==> config.mk <==
export PLATFORM = sky130hd
export DESIGN_NAME = clkdiv_pow2
export DESIGN_NICKNAME = d
export VERILOG_FILES = /design/src/rtl/clkdiv_pkg.sv /design/src/rtl/clkdiv_rst_sync.sv /design/src/rtl/clkdiv_counter.sv /design/src/rtl/clkdiv_sel_apply.sv /design/src/rtl/clkdiv_pow2.sv
export SDC_FILE = /design/constraint.sdc
export NUM_CORES = 1
export LEC_CHECK = 0
export CORE_MARGIN = 2
export CORE_UTILIZATION = 48
export DETAILED_ROUTE_END_ITERATION = 6
export GPL_TIMING_DRIVEN = 1
export PLACE_DENSITY_LB_ADDON = 0.3
export SLEW_MARGIN = 20
export SYNTH_ARGS = -nofsm -noshare
export SYNTH_HDL_FRONTEND = slang
export SYNTH_SLANG_ARGS = --single-unit
==> constraint.sdc <==
create_clock -name clk_i -period 0.91 [get_ports clk_i]
set_input_delay 0.182 -clock clk_i [delete_from_list [all_inputs] [get_ports clk_i]]
set_output_delay 0.182 -clock clk_i [all_outputs]
set_load 0.005 [all_outputs]
==> src/rtl/clkdiv_pkg.sv <==
package clkdiv_pkg;
  // Default geometry: 6 counter bits give ratios up to 64, 4 select bits.
  localparam int unsigned DEF_CNT_W = 6;
  localparam int unsigned DEF_SEL_W = 4;

  // Code that passes the input clock through: one above the last divide code.
  function automatic int unsigned pass_code(input int unsigned cnt_w);
    return cnt_w + 1;
  endfunction
endpackage

==> src/rtl/clkdiv_rst_sync.sv <==
module clkdiv_rst_sync #(
  parameter int unsigned STAGES = 2
) (
  input  logic clk_i,
  input  logic rst_n,
  output logic rst_sync_n
);
  logic [STAGES-1:0] sync_q;
  logic [STAGES-1:0] sync_d;

  always_comb begin
    sync_d = {sync_q[STAGES-2:0], 1'b1};
  end

  always_ff @(posedge clk_i or negedge rst_n) begin
    if (!rst_n) sync_q <= '0;
    else        sync_q <= sync_d;
  end

  assign rst_sync_n = sync_q[STAGES-1];
endmodule

==> src/rtl/clkdiv_counter.sv <==
module clkdiv_counter #(
  parameter int unsigned CNT_W = clkdiv_pkg::DEF_CNT_W
) (
  input  logic             clk_i,
  input  logic             rst_sync_n,
  input  logic             cnt_en_i,
  output logic [CNT_W-1:0] cnt_o,
  output logic             zero_o
);
  logic [CNT_W-1:0] cnt_q;
  logic [CNT_W-1:0] cnt_d;

  always_comb begin
    cnt_d = cnt_q;
    if (cnt_en_i) cnt_d = cnt_q + 1'b1;
  end

  always_ff @(posedge clk_i or negedge rst_sync_n) begin
    if (!rst_sync_n) cnt_q <= '0;
    else             cnt_q <= cnt_d;
  end

  assign cnt_o  = cnt_q;
  assign zero_o = (cnt_q == '0);

  // after the all-ones state the counter must wrap to zero
  p_wrap_to_zero_r3: assert property (@(posedge clk_i) disable iff (!rst_sync_n)
    (cnt_en_i && (cnt_q == '1)) |=> zero_o);
endmodule

==> src/rtl/clkdiv_sel_apply.sv <==
module clkdiv_sel_apply #(
  parameter int unsigned CNT_W = clkdiv_pkg::DEF_CNT_W,
  parameter int unsigned SEL_W = clkdiv_pkg::DEF_SEL_W
) (
  input  logic             clk_i,
  input  logic             rst_sync_n,
  input  logic [SEL_W-1:0] sel_i,
  input  logic             wrap_i,
  output logic             pass_o,
  output logic [CNT_W-1:0] tap_o
);
  localparam int unsigned PASS_CODE = clkdiv_pkg::pass_code(CNT_W);

  logic [SEL_W-1:0] sel_q;
  logic             dec_pass;
  logic [CNT_W-1:0] dec_tap;
  logic             pass_q, pass_d;
  logic [CNT_W-1:0] tap_q, tap_d;

  // Select register on the rising edge; resets to the stop code.
  always_ff @(posedge clk_i or negedge rst_sync_n) begin
    if (!rst_sync_n) sel_q <= '0;
    else             sel_q <= sel_i;
  end

  // Decode: code c in 1..CNT_W enables tap CNT_W-c; everything else stops.
  always_comb begin
    dec_pass = (sel_q == SEL_W'(PASS_CODE));
    dec_tap  = '0;
    for (int c = 1; c <= int'(CNT_W); c++) begin
      if (sel_q == SEL_W'(c)) dec_tap[CNT_W-c] = 1'b1;
    end
  end

  // New enables load only while the counter reads zero (all taps low).
  always_comb begin
    pass_d = pass_q;
    tap_d  = tap_q;
    if (wrap_i) begin
      pass_d = dec_pass;
      tap_d  = dec_tap;
    end
  end

  // Falling-edge register: updates while the input clock is low.
  always_ff @(negedge clk_i or negedge rst_sync_n) begin
    if (!rst_sync_n) begin
      pass_q <= 1'b0;
      tap_q  <= '0;
    end else begin
      pass_q <= pass_d;
      tap_q  <= tap_d;
    end
  end

  assign pass_o = pass_q;
  assign tap_o  = tap_q;
endmodule

==> src/rtl/clkdiv_pow2.sv <==
module clkdiv_pow2 #(
  parameter int unsigned CNT_W = clkdiv_pkg::DEF_CNT_W,
  parameter int unsigned SEL_W = clkdiv_pkg::DEF_SEL_W
) (
  input  logic             clk_i,
  input  logic             rst_n,
  input  logic [SEL_W-1:0] div_sel_i,
  output logic             clk_o
);
  logic             rst_sync_n;
  logic [CNT_W-1:0] cnt;
  logic             cnt_zero;
  logic             pass_en;
  logic [CNT_W-1:0] tap_en;
  logic [CNT_W-1:0] tap_gated;
  logic             div_clk;

  clkdiv_rst_sync #(.STAGES(2)) u_rst_sync (
    .clk_i      (clk_i),
    .rst_n      (rst_n),
    .rst_sync_n (rst_sync_n)
  );

  clkdiv_counter #(.CNT_W(CNT_W)) u_counter (
    .clk_i      (clk_i),
    .rst_sync_n (rst_sync_n),
    .cnt_en_i   (1'b1),
    .cnt_o      (cnt),
    .zero_o     (cnt_zero)
  );

  clkdiv_sel_apply #(.CNT_W(CNT_W), .SEL_W(SEL_W)) u_sel (
    .clk_i      (clk_i),
    .rst_sync_n (rst_sync_n),
    .sel_i      (div_sel_i),
    .wrap_i     (cnt_zero),
    .pass_o     (pass_en),
    .tap_o      (tap_en)
  );

  // One AND gate per counter tap; at most one enable is set.
  for (genvar k = 0; k < int'(CNT_W); k++) begin : g_tap
    assign tap_gated[k] = tap_en[k] & cnt[k];
  end

  assign div_clk = |tap_gated;
  assign clk_o   = (pass_en & clk_i) | div_clk;

  // enables may only change in a cycle where the counter read zero
  p_apply_at_wrap_r6: assert property (@(posedge clk_i) disable iff (!rst_sync_n)
    (!$stable(tap_en) || !$stable(pass_en)) |-> cnt_zero);

  // with no source enabled the output clock is low
  p_off_low_r2: assert property (@(posedge clk_i) disable iff (!rst_sync_n)
    ((tap_en == '0) && !pass_en) |-> !clk_o);

  // at the wrap point every source is low, so switching is clean
  p_wrap_low_r7: assert property (@(posedge clk_i) disable iff (!rst_sync_n)
    cnt_zero |-> !clk_o);

  // never more than one clock source enabled
  p_single_source_r3: assert property (@(posedge clk_i) disable iff (!rst_sync_n)
    $onehot0({pass_en, tap_en}));
endmodule

==> results of run 1 <==
-- final cells by class --
class	count	area [µm²]	area share
multi-input cells	35	378	0.340
inverters	2	7.51	0.00676
well taps	16	20.0	0.0180
clock inverters	1	6.26	0.00563
flip-flops and latches	19	477	0.429
clock buffers	7	50.0	0.0450
repair buffers	19	173	0.155
-- logic make-up (layout without fill, tap and decap cells) --
family,after synthesis,count (layout),synth area share
AND/OR/NAND/NOR,18,18,0.141
XOR/XNOR,4,4,0.0459
multiplexers,7,7,0.103
flip-flops,19,19,0.623
buffers and inverters,3,29,0.0164
AO/OA/AOI/OAI,3,3,0.0328
other,1,1,0.00491
adder cells (fa/ha/maj),2,2,0.0328
-- sequential cells by signal (all words and copies together) (netlist names) --
register,count
u_counter.cnt_o,6
u_sel.sel_q,4
u_rst_sync.sync_q,2
u_sel.tap_o,6
u_sel.pass_o,1
-- routing by layer --
layer  GRT usage  wire length [µm]
met1       0.256               742
met2       0.285               784
met3       0.100                86
met4       0.255                95
met5           0                 0
-- per-stage QoR --
stage	hold slack, ns	instance area [µm²]
after floorplan	-0.114	764
after global placement	0.133	915
after detailed placement	0.136	915
after CTS	0.146	1030
after global routing	0.159	1110
final	0.143	1110
-- worst paths after layout --
| path | start | endpoint | slack (ns) | cells after the start |
|---|---|---|---|---|
| min in group clk_i | div_sel_i[3] | u_sel.sel_q[3]$_DFF_PN0_ | 0.17 | 1 |
| max in group asynchronous | u_rst_sync.sync_q[1]$_DFF_PN0_ | u_sel.tap_o[4]$_DFFE_NN0N_ | 0.19 | 0 |
| worst max-delay path | u_sel.pass_o$_DFFE_NN0N_ | clk_o | -1.19 | 3 |
| worst max register to register | u_counter.cnt_o[0]$_DFF_PN0_ | u_sel.pass_o$_DFFE_NN0N_ | -1.05 | 6 |
| worst min register to register | u_rst_sync.sync_q[1]$_DFF_PN0_ | u_sel.sel_q[0]$_DFF_PN0_ | 0.14 | 0 |
| worst min-delay path | u_rst_sync.sync_q[1]$_DFF_PN0_ | u_sel.sel_q[0]$_DFF_PN0_ | 0.14 | 0 |
-- report_power, final --
group          total (mW)  internal (mW)  leakage (nW)  switching, mW
combinational      0.0721         0.0470         0.211         0.0251
clock               0.684          0.326        0.0450          0.358
sequential          0.891          0.868         0.239         0.0229
total                1.65           1.24         0.495          0.406
-- Yosys cell counts (all sizes together) --
library cell  instances  area share
a222oi                1       0.013
ha                    2       0.033
nor2                  3       0.015
xnor2                 3       0.034
a22oi                 2       0.020
nand2b                4       0.033
mux2                  7        0.10
conb                  1      0.0049
nand2                 1      0.0049
nor4                  1       0.028
xor2                  1       0.011
nand3                 4       0.026
dfrtp                12        0.39
nor3                  4       0.026
and3                  1      0.0082
inv                   2      0.0098
dfrtn                 7        0.23
clkbuf                1      0.0066
-- worst max-delay path, stage by stage (launching register included) --
cell and delay [ns]:
dfrtn_1 0.36, a222oi_1 0.41, nand3_1 0.12, buf_2 0.14
-- what timing repair did --
item / CTS / global route
setup buffers: 1 / 3
endpoints found under the hold margin: 2 / 0
pin swaps: 5 / 5
hold buffers: 1 / 0
gates resized for setup: 18 / 12
endpoints found under the setup margin: 14 / 14
==> out/qor.csv, run 1 <==
metric,value,unit
status,"complete, but fails checks",
violated checks,negative setup slack,
DR vias/cell,5.31,
Post-Syn Area,763,µm²
ANT cells,0,
"Seq/Total Area, Yosys",0.623,
Core Area,0.00151,mm²
Syn Area/Cell,13.4,µm²
largest net degree at the start of global routing,13,
unrepaired setup endpoints after global routing,true,
worst-skew pair later-pin latency,0.43,ns
buffers added on ports,6,
gpl congestion,0.742,
layout cells sized above 1,0.506,
TritonCTS clock tree,done,
"commonest non-fill, non-tap cell in the layout",dfrtp_1,
count of final hold-check violations,0,
initial core utilization,0.507,
Vias,526,
worst path required time,0.73,ns
DIE WIDTH,43.9,µm
Ys Warns,0,
initial antenna violation count,0,
grt ovf,0,
synth unique cells,18,
PD cells,1480,mW/mm²
cell count after synthesis,57,
Leak,0.495,nW
critical path data arrival time,1.92,ns
row count,14,
Yosys reg bits,19,
Initial DRC Count,28,
Die H,43.9,µm
critical path class,flop to output pin,
Area Growth Syn to Fin,45.6,%
first-pass GRT wire length,2.70,mm
final setup vio count,13,
Syn Nets,65,
vias in the first global route,568,
post-route insts no fill,99,
Residual DRC,0,
drt first pass iters,4,
Max Clock Skew,0.00422,ns
clock slew at reported path FFs,0.11,ns
max-cap viol count,0,
Setup WS pre-CTS,-1.05,ns
detailed-route wire length,1.71,mm
final-report max-slew violation count,0,
"commonest cells after routing, fill and taps aside","dfrtp_1, buf_4, dfrtn_1",
Total Power,1.65,mW
die area,0.00193,mm²
worst vdd ir,1150,µV
post-route ant nets,0,
WL per Instance,17.3,µm
dpl hpwl,1.01,mm
Final Core Density,0.738,
Crit. End Element,output pin,
min-delay worst type,flop to asynchronous set/reset pin,
setup TNS,-8.60,ns
placed cell count,88,
Setup WS post-layout,-1.19,ns
GRT Util Overall,0.224,
CP startpoint kind,flop,
nets,92,
Top Ports,7,
CP Max Fanout,2,
Filler cells,98,
(Power assumes the default switching activity.)
==> run 2: changes to the inputs <==
--- a/config.mk
+++ b/config.mk
@@ -5,8 +5,9 @@
 export SDC_FILE = /design/constraint.sdc
 export NUM_CORES = 1
 export LEC_CHECK = 0
+export CAP_MARGIN = 25
 export CORE_MARGIN = 2
-export CORE_UTILIZATION = 48
+export CORE_UTILIZATION = 53
 export DETAILED_ROUTE_END_ITERATION = 6
 export GPL_TIMING_DRIVEN = 1
 export PLACE_DENSITY_LB_ADDON = 0.3
==> constraint.sdc (replaced) <==
create_clock -name clk_i -period 2.1 [get_ports clk_i]
set_input_delay 0.42 -clock clk_i [delete_from_list [all_inputs] [get_ports clk_i]]
set_output_delay 0.42 -clock clk_i [all_outputs]
set_load 0.005 [all_outputs]
==> out/qor.csv, run 2 (same netlist as run 1, synthesis figures left out) <==
metric,value,unit,change
status,"complete, but fails checks",,
violated checks,negative setup slack,,
WL per Instance,15.6,µm,-9.5%
Filler cells,83,,-15%
min-delay worst type,input port to asynchronous set/reset pin,,
dpl hpwl,1.06,mm,+4.9%
Critical-path top delay cell,a222oi_1,,
nets,94,,+2.2%
Setup WS post-layout,-0.810,ns,+0.385 ns
initial core utilization,0.579,,+0.0727
Min Hold Slack,0.170,ns,+0.0270 ns
Die H,42.0,µm,-4.4%
Area Growth Syn to Fin,37.9,%,
first-pass GRT wire length,2.53,mm,-6.6%
gpl congestion,0.744,,+0.26%
post-route insts no fill,100,,+1.0%
count of final hold-check violations,0,,unchanged
final setup vio count,10,,-3
layout cells sized above 1,0.424,,-0.0825
FF-to-FF Start,u_counter.cnt_o[1]$_DFF_PN0_,,
"commonest non-fill, non-tap cell in the layout",buf_4,,
multi-input logic area,323,µm²,-15%
row count,13,,-1
Initial DRC Count,13,,-54%
Max Clock Skew,0.0165,ns,+0.0123 ns
Top Ports,7,,unchanged
flop2flop setup slack,-0.52,ns,+0.53 ns
max-cap viol count,0,,unchanged
detailed-route wire length,1.56,mm,-8.5%
GRT Util Overall,0.217,,-0.00707
Residual DRC,0,,unchanged
worst path required time,1.68,ns,+0.95 ns
Leak,0.502,nW,+1.6%
reg2reg end,u_sel.pass_o$_DFFE_NN0N_,,
buffers added on ports,6,,unchanged
grt ovf,0,,unchanged
critical path data arrival time,2.49,ns,+0.57 ns
ANT cells,0,,unchanged
Reg area,475,µm²,-0.26%
final-report max-slew violation count,0,,unchanged
DIE WIDTH,42.0,µm,-4.4%
worst reg-to-reg path cell count,6,,unchanged
vias in the first global route,573,,+0.88%
Core Area,0.00132,mm²,-13%
drt first pass iters,4,,unchanged
"slowest stage delay, CP",0.41,ns,about the same
worst-skew pair later-pin latency,0.41,ns,-0.02 ns
placed cell count,88,,unchanged
critical path cell sequence,"a222oi_1, nand3_1, buf_2",,
worst vdd ir,541,µV,-53%
TritonCTS clock tree,done,,
die area,0.00176,mm²,-8.6%
PD cells,649,mW/mm²,-56%
CP Max Fanout,2,,unchanged
number of hold buffers added after CTS,0,,-1
Vias,532,,+1.1%
post-route ant nets,0,,unchanged
largest net degree at the start of global routing,11,,-2
CP startpoint kind,flop,,
clock slew at reported path FFs,0.11,ns,about the same
Total Power,0.683,mW,-59%
unrepaired setup endpoints after global routing,true,,
DR vias/cell,5.32,,+0.13%
initial antenna violation count,0,,unchanged
"commonest cells after routing, fill and taps aside","buf_4, dfrtp_1, dfrtn_1",,
critical path class,flop to output pin,,
Crit. End Element,output pin,,
Setup WS pre-CTS,-0.527,ns,+0.520 ns
==> run 2: cell count changes in the layout (fill, tap and decap cells not counted), sizes merged <==
cell / before / now
dlygate4sd3: 1 / 0
clkbuf: 6 / 7
buf: 14 / 17
inv: 3 / 2
==> run 2: how the worst max path moves through the flow <==
stage | startpoint | end | depth (start not counted)
floorplan | u_counter.cnt_o[0]$_DFF_PN0_ | u_sel.pass_o$_DFFE_NN0N_ | 5
global placement | u_sel.pass_o$_DFFE_NN0N_ | clk_o | 3
detailed placement | u_sel.pass_o$_DFFE_NN0N_ | clk_o | 3
CTS | u_sel.pass_o$_DFFE_NN0N_ | clk_o | 3
global route | u_sel.pass_o$_DFFE_NN0N_ | clk_o | 3
finish | u_sel.pass_o$_DFFE_NN0N_ | clk_o | 3
==> run 2: critical path, delay by kind of cell (launching register included) <==
kind | cells | cell delay [ns]
AO/OA/AOI/OAI | 1 | 0.41
flip-flops | 1 | 0.36
buffers and inverters | 1 | 0.15
AND/OR/NAND/NOR | 1 | 0.12
==> run 2: timing repair <==
| item | CTS | global route |
|---|---|---|
| setup endpoints to repair | 10 | 10 |
| pin swaps | 6 | 1 |
| setup buffers | 2 | 3 |
| resized for setup | 16 | 1 |
==> run 2: area by class of cell <==
cell class,instances,area share
multi-input combinational,35,0.307
sequential,19,0.452
timing repair buffer,21,0.165
tap,15,0.0178
clock buffer,8,0.0511
inverter,2,0.00713
==> run 2: power breakdown <==
part | internal [mW] | leakage [nW] | switching (mW)
logic | 0.0210 | 0.221 | 0.0148
registers | 0.376 | 0.240 | 0.00599
clock network | 0.140 | 0.0417 | 0.126
total | 0.537 | 0.502 | 0.147
==> run 2: per-layer routing <==
layer,track usage,part of all wire
met3,0.0826,0.035
met4,0.213,0.026
met5,0,0
met2,0.309,0.51
met1,0.241,0.43
==> run 2: metrics by stage <==
stage / util / cell area [µm²] / setup TNS [ns]
4_1_cts: 0.778 / 1020 / -4.20
2_1_floorplan: - / 763 / -3.38
5_1_grt: 0.799 / 1050 / -4.63
6_report: 0.799 / 1050 / -4.25
3_5_place_dp: 0.698 / 920 / -3.97
3_3_place_gp: 0.698 / 920 / -3.57
==> run 3: changes to the inputs <==
--- a/config.mk
+++ b/config.mk
@@ -7,9 +7,9 @@
 export LEC_CHECK = 0
 export CAP_MARGIN = 25
 export CORE_MARGIN = 2
-export CORE_UTILIZATION = 53
+export CORE_UTILIZATION = 38
 export DETAILED_ROUTE_END_ITERATION = 6
-export GPL_TIMING_DRIVEN = 1
+export GPL_TIMING_DRIVEN = 0
 export PLACE_DENSITY_LB_ADDON = 0.3
 export SLEW_MARGIN = 20
 export SYNTH_ARGS = -nofsm -noshare
==> out/qor.csv, run 3 (same netlist as run 1, synthesis figures left out) <==
metric,value,unit,change
status,"complete, but fails checks",,
violated checks,negative setup slack,,
final setup vio count,10,,unchanged
Critical-path top delay cell,a222oi_1,,
drt first pass iters,4,,unchanged
min-delay worst type,input port to asynchronous set/reset pin,,
critical path class,flop to output pin,,
area post-placement,857,µm²,-6.8%
row count,16,,+3
switching portion of total power,0.212,,-0.00240
Filler cells,171,,+110%
GRT Util Overall,0.135,,-0.0825
worst-skew pair later-pin latency,0.40,ns,about the same
Flop pwr share,0.578,,+0.019
Rel. slew slack,0.570,,
Critical Path Start,u_sel.pass_o$_DFFE_NN0N_,,
Setup WS pre-CTS,-0.644,ns,-0.117 ns
die area,0.00238,mm²,+35%
"slowest stage delay, CP",0.36,ns,-0.05 ns
"commonest cells after routing, fill and taps aside","dfrtp_1, buf_4, dfrtn_1",,
Leak,0.466,nW,-7.2%
Int Pwr,0.528,mW,-1.6%
Top Ports,7,,unchanged
WL per Instance,12.0,µm,-23%
PD cells,667,mW/mm²,+2.7%
critical path cell sequence,"a222oi_1, nand3_1, buf_2",,
vias in the first global route,607,,+5.9%
layout cells sized above 1,0.377,,-0.0469
Area Growth Syn to Fin,31.6,%,
post-route ant nets,0,,unchanged
count of final hold-check violations,0,,unchanged
Min Hold Slack,0.172,ns,+0.00134 ns
ANT cells,0,,unchanged
CP Max Fanout,2,,unchanged
FF-to-FF Start,u_counter.cnt_o[0]$_DFF_PN0_,,
detailed-route wire length,1.24,mm,-20%
clock network power share,0.389,,about the same
initial core utilization,0.397,,-0.182
setup TNS,-3.64,ns,+0.611 ns
dpl hpwl,819,µm,-23%
Crit. End Element,output pin,,
worst path required time,1.68,ns,about the same
fin area,0.00100,mm²,-4.5%
CP startpoint kind,flop,,
Initial DRC Count,7,,-6
Final Core Density,0.523,,-0.276
largest net degree at the start of global routing,18,,+7
initial antenna violation count,0,,unchanged
DR vias/cell,4.81,,-9.6%
Least-Margin Pin Slew,0.644,ns,
first-pass GRT wire length,2.38,mm,-5.7%
NetSw,0.142,mW,-3.0%
Worst Path Buf+Inv,1,,unchanged
grt ovf,0,,unchanged
nets,86,,-8.5%
Setup WS post-layout,-0.730,ns,+0.0794 ns
Core Area,0.00192,mm²,+46%
Vias,500,,-6.0%
unrepaired setup endpoints after global routing,true,,
buffers added on ports,6,,unchanged
gpl congestion,0.725,,-2.6%
TritonCTS clock tree,done,,
Max Clock Skew,0.0124,ns,-0.00417 ns
Comb pwr share,0.033,,-0.019
clock slew at reported path FFs,0.10,ns,about the same
final-report max-slew violation count,0,,unchanged
critical path data arrival time,2.41,ns,-0.08 ns
DIE WIDTH,48.8,µm,+16%
worst vdd ir,361,µV,-33%
critical path's top delay family,compound AO/OA/AOI/OAI gates,,
"commonest non-fill, non-tap cell in the layout",dfrtp_1,,
Die H,48.8,µm,+16%
max-cap viol count,0,,unchanged
Residual DRC,0,,unchanged
## run 3: cell types whose count changed in the layout (fill, tap and decap cells not counted)
cell      delta
buf_4        -7
buf_6        -1
clkbuf_1     -1
clkinv_2     +1
## run 3: layout make-up
cell class | count | area (µm²) | share of cell area
timing repair buffer | 13 | 110 | 0.110
clock buffer | 7 | 50.0 | 0.0498
sequential | 19 | 475 | 0.473
clock inverter | 1 | 5.00 | 0.00498
inverter | 2 | 7.51 | 0.00747
multi-input combinational | 35 | 323 | 0.321
tap | 27 | 33.8 | 0.0336
## run 3: repair_timing
action	in CTS	in global routing
setup buffers	5	3
endpoints found under the setup margin	10	10
hold buffers	0	0
pin swaps	6	5
resized for setup	15	1
## run 3: final timing paths
check                                                       to  slack, ns  cells past startpoint
worst max-delay path                                     clk_o      -0.73                      3
worst min-delay path            u_rst_sync.sync_q[1]$_DFF_PN0_       0.17                      1
worst max register to register        u_sel.pass_o$_DFFE_NN0N_      -0.43                      6
worst min register to register    u_counter.cnt_o[1]$_DFF_PN0_       0.27                      0
max in group asynchronous           u_sel.tap_o[4]$_DFFE_NN0N_       0.46                      0
min in group clk_i              u_rst_sync.sync_q[1]$_DFF_PN0_       0.36                      0
## run 3: worst reg2reg max path: stages (launching register included)
cell and delay, ns:
dfrtp_1 0.41, inv_2 0.09, ha_4 0.14, nand2b_4 0.06, nor4_4 0.14, buf_4 0.18
mux2_2 0.33
## run 3: power groups by stage
| stage | clock (mW) | combinational [mW] | sequential (mW) |
|---|---|---|---|
| 2_1_floorplan | 0.00323 | 0.00848 | 0.392 |
| 5_1_grt | 0.301 | 0.0248 | 0.391 |
| 6_report | 0.261 | 0.0222 | 0.388 |
| 3_5_place_dp | 0.00722 | 0.0196 | 0.395 |
| 4_1_cts | 0.282 | 0.0215 | 0.388 |
| 3_3_place_gp | 0.00722 | 0.0190 | 0.395 |
## run 3: metal layers
layer | up-vias | GRT usage | part of all wire
met5 | - | 0 | 0
met4 | 0 | 0.0952 | 0.018
met3 | 4 | 0.0552 | 0.064
met2 | 15 | 0.212 | 0.51
met1 | 245 | 0.146 | 0.40
li1 | 236 | - | -
## run 3: through the flow
step	std cells	total power [mW]
floorplan	57	0.404
global placement	90	0.421
detailed placement	90	0.422
CTS	102	0.692
global route	104	0.717
finish	104	0.670
